--- config.mk ---
export PLATFORM = sky130hd
export DESIGN_NAME = ram_delay_line
export DESIGN_NICKNAME = d
export VERILOG_FILES = /design/src/rtl/rdl_pkg.sv /design/src/rtl/rdl_ptr.sv /design/src/rtl/rdl_mem.sv /design/src/rtl/rdl_ctrl.sv /design/src/rtl/ram_delay_line.sv
export SDC_FILE = /design/constraint.sdc
export NUM_CORES = 1
export LEC_CHECK = 0
export BUFFER_PORTS_ARGS = -buffer_cell sky130_fd_sc_hd__buf_2
export CELL_PAD_IN_SITES_DETAIL_PLACEMENT = 1
export CELL_PAD_IN_SITES_GLOBAL_PLACEMENT = 2
export CORE_MARGIN = 3
export CORE_UTILIZATION = 51
export CTS_CLUSTER_DIAMETER = 40
export CTS_CLUSTER_SIZE = 10
export DETAILED_ROUTE_END_ITERATION = 16
export PLACE_DENSITY = 0.81
export SLEW_MARGIN = 20
export SYNTH_ARGS = -nofsm -noshare
export SYNTH_HDL_FRONTEND = slang
export SYNTH_SLANG_ARGS = --single-unit
--- constraint.sdc ---
create_clock -name clk -period 3 [get_ports clk]
set_input_delay 0.15 -clock clk [delete_from_list [all_inputs] [get_ports clk]]
set_output_delay 0.15 -clock clk [all_outputs]
set_load 0.01 [all_outputs]
--- src/rtl/rdl_pkg.sv ---
package rdl_pkg;

    typedef enum logic [0:0] {
        RDL_FILL = 1'b0,
        RDL_RUN  = 1'b1
    } rdl_state_e;

endpackage

--- src/rtl/rdl_ptr.sv ---
module rdl_ptr #(
    parameter int AW = 4,
    parameter logic [AW-1:0] START = '0
) (
    input  logic          clk,
    input  logic          rst,
    output logic [AW-1:0] addr
);

    localparam logic [AW-1:0] STEP = AW'(1);

    always_ff @(posedge clk) begin
        if (rst) begin
            addr <= START;
        end else begin
            addr <= addr + STEP;
        end
    end

endmodule

--- src/rtl/rdl_mem.sv ---
module rdl_mem #(
    parameter int AW = 4,
    parameter int W  = 8
) (
    input  logic          clk,
    input  logic          rst,
    input  logic [AW-1:0] waddr,
    input  logic [W-1:0]  wdata,
    input  logic [AW-1:0] raddr,
    input  logic          load,
    output logic [W-1:0]  rdata
);

    localparam int DEPTH = 1 << AW;

    logic [W-1:0] store [DEPTH];

    always_ff @(posedge clk) begin
        store[waddr] <= wdata;
    end

    always_ff @(posedge clk) begin
        if (rst) begin
            rdata <= '0;
        end else if (load) begin
            rdata <= store[raddr];
        end
    end

endmodule

--- src/rtl/rdl_ctrl.sv ---
module rdl_ctrl
    import rdl_pkg::*;
(
    input  logic       clk,
    input  logic       rst,
    input  logic       rd_at_last,
    output rdl_state_e state,
    output logic       load
);

    rdl_state_e state_nx;

    always_ff @(posedge clk) begin
        if (rst) begin
            state <= RDL_FILL;
        end else begin
            state <= state_nx;
        end
    end

    always_comb begin
        state_nx = state;
        unique case (state)
            RDL_FILL: state_nx = rd_at_last ? RDL_RUN : RDL_FILL;
            RDL_RUN:  state_nx = RDL_RUN;
            default:  state_nx = RDL_FILL;
        endcase
    end

    always_comb begin
        load = 1'b0;
        unique case (state)
            RDL_FILL: load = rd_at_last;
            RDL_RUN:  load = 1'b1;
            default:  load = 1'b0;
        endcase
    end

endmodule

--- src/rtl/ram_delay_line.sv ---
module ram_delay_line
    import rdl_pkg::*;
#(
    parameter int AW = 4,
    parameter int W  = 8
) (
    input  logic         clk,
    input  logic         rst,
    input  logic [W-1:0] din,
    output logic [W-1:0] dout
);

    localparam logic [AW-1:0] FIRST = '0;
    localparam logic [AW-1:0] LAST  = '1;

    logic [AW-1:0] rd_addr;
    logic [AW-1:0] wr_addr;
    logic          rd_at_last;
    logic          load;
    rdl_state_e    state;

    rdl_ptr #(.AW(AW), .START(FIRST)) u_rd_ptr (
        .clk  (clk),
        .rst  (rst),
        .addr (rd_addr)
    );

    rdl_ptr #(.AW(AW), .START(LAST)) u_wr_ptr (
        .clk  (clk),
        .rst  (rst),
        .addr (wr_addr)
    );

    assign rd_at_last = (rd_addr == LAST);

    rdl_ctrl u_ctrl (
        .clk        (clk),
        .rst        (rst),
        .rd_at_last (rd_at_last),
        .state      (state),
        .load       (load)
    );

    rdl_mem #(.AW(AW), .W(W)) u_mem (
        .clk   (clk),
        .rst   (rst),
        .waddr (wr_addr),
        .wdata (din),
        .raddr (rd_addr),
        .load  (load),
        .rdata (dout)
    );

endmodule

==> impl_metrics.ini <==
[synthesis]
synth-edff-count = 128
synth_nets = 333
syn_inst = 318
ys_warn_count = 0
ys_types = 29
synth-seq-cells = 145
synth_area_sq_um = 5680
yosysSeqAreaShare_pct = 73.7
syn_avg_cell_area_sq_um = 17.9
synthArstFlopShare_pct = 0
ys.flop_type = edfxtp_1

[critical_path]
cp-startpoint = u_rd_ptr.addr[0]
start_kind = flop
crit-reg2reg-launch = u_rd_ptr.addr[0]
reg2reg_slack_ns = 0.79
required_ns = 3.40
worstSetupPathType = reg2reg
arrival_ns = 2.60
critPathMaxFanout = 18
end_kind = flop

[final_layout]
syn2layout_area_growth_pct = 14.4
stdcell_area_sq_um = 6490
nets = 358
final_common_cell = edfxtp_1
fin_util_pct = 61.5
n_antenna_cell = 0
drive_above_1_share_pct = 20.5
fillers = 920
mostFrequentLayoutCells = edfxtp_1 (128), mux2i_1 (40), nand3_1 (18)

[clock_network]
htreeDepth = 4
postCtsResizedCells = 0
clk_latency_ns = 0.53
tritoncts = built
clockBufferDepth = 2
path_clk_slew_ns = 0.06
cts_root_buf = clkbuf_8
cts_buffers = 17
cts_sinks = 145

[global_route]
grt_max_degree = 29
gr-total-overflow = 0
antenna_found_initial = 0
grt_pass1_vias = 3202
grt_pass1_wl_mm = 20.1
grt_usage_pct = 22.4

[sta]
setup_violations = 0
fin_ws_ns = 0.795
fin_crit_ns = 2.21
worstMarginPinSlew_ns = 0.929
final_max_slew_viol_count = 0
rsz0062_at_grt = no
max_freq_mhz = 454
final.setup.tns_ns = 0
finClkSkew_ns = 0.00777
maxSlewHeadroom_pct = 38.0
hold_viol = 0
fin_crit_sh_pct = 73.5

[drt]
route.vias.total = 2881
drtPass1Iterations = 4
drc_errors = 0
drt_iter0_markers = 274
ant_nets = 0
viasPerCell = 5.86
totalWireLength_mm = 12.9
wl_per_cell_um = 26.2

[placed_design]
routabilityCongestion = 0.742
hpwl_mm = 7.78
post-place-ws_ns = 0.808
portBuffers = 17
placedInstanceArea_sq_um = 5850

[die]
fp.coreArea_sq_um = 10600
die_h_um = 112
start_util_pct = 53.8
num_io_pins = 18
die_area_sq_um = 12400
fp-row-count = 37
die_w_um = 112

[power]
switching_share_pct = 21.8
combPwrFrac_pct = 6.3
clkPwrFrac_pct = 45.4
p_int_mw = 3.81
power.leakage_nw = 2.16
switchingPower_mw = 1.06
vdd_ir_drop_max_mv = 0.426
seqPwrFrac_pct = 48.3
p_per_area_nw_per_um2 = 750

[hold_path]
hold_start = din[7]
hp-class = in2reg

[status]
outcome = finished, final reports clean

[run]
max-cap-violations = 0
synth_stat cells, drive strengths merged (2+ instances only):
cell | number | share of area [%]
edfxtp | 128 | 68
mux2i | 40 | 7.1
nand3 | 18 | 1.6
dfxtp | 17 | 6.0
nand2 | 17 | 1.1
mux4 | 16 | 6.3
buf | 15 | 2.0
and2 | 9 | 0.99
a22oi | 8 | 1.1
o221ai | 8 | 1.2
nor2 | 7 | 0.46
nor2b | 6 | 0.66
ha | 5 | 1.1
and3 | 4 | 0.44
clkbuf | 4 | 0.26
inv | 2 | 0.13
nand2b | 2 | 0.22
or2 | 2 | 0.22
or3b | 2 | 0.31
xor2 | 2 | 0.31
state kept, by name (all words and copies together), names as in the netlist:
name / cells
u_ctrl.state: 1
u_mem.rdata: 8
u_mem.store: 128
u_rd_ptr.addr: 4
u_wr_ptr.addr: 4
path summary, 6_finish.rpt:
kind | end | depth (start not counted)
worst max-delay path | u_mem.rdata[7] | 4
worst min-delay path | u_mem.store[13][7] | 1
worst max register to register | u_mem.rdata[7] | 4
worst min register to register | u_wr_ptr.addr[0] | 1
logic make-up after synthesis:
group	count (synthesis)	synth area share (%)
simple gates	69	6.30
xor+xnor	3	0.463
flops	145	73.7
fa+ha+maj	5	1.10
mux	56	13.4
compound gates	19	2.62
buf+inv	21	2.42
per-layer routing:
layer  track usage [%]  wire [um]
met3              6.85        820
met5                 0          0
met4              8.19        187
met1              29.7       5450
met2              35.4       6410
power by group through the flow:
stage	clock network (mW)	logic [mW]	registers [mW]
finish	2.21	0.308	2.35
global route	2.35	0.337	2.36
CTS	2.24	0.312	2.35
detailed placement	0	0.302	2.39
global placement	0	0.297	2.38
floorplan	0	0.225	2.35
area by class of cell:
type	instances	area, sq um	share of cell area, %
Clock inverter	12	180	2.77
Timing Repair Buffer	25	150	2.31
Clock buffer	20	445	6.86
Inverter	2	7.51	0.116
Multi-Input combinational cell	152	1360	20.9
Tap cell	136	170	2.62
Sequential cell	145	4190	64.4
per-stage QoR:
step                power [mW]  hold slack, ns  std cells
global placement          2.68           0.437        458
finish                    4.87          0.0385        492
CTS                       4.90         0.00718        492
detailed placement        2.69           0.452        458
global route              5.05          0.0134        492
floorplan                 2.58           0.249        318
repair_timing:
action | in CTS | in global routing
hold buffers | 2 | 0
endpoints found under the hold margin | 23 | 0
setup buffers | 0 | 0
worst max-delay path, stage by stage, from the launching register on:
cell and delay, ns:
dfxtp_1 0.60, buf_4 0.42, mux4_2 0.56, mux2i_1 0.31
o221ai_1 0.16
Note: power is estimated with default switching activity, not from simulation.
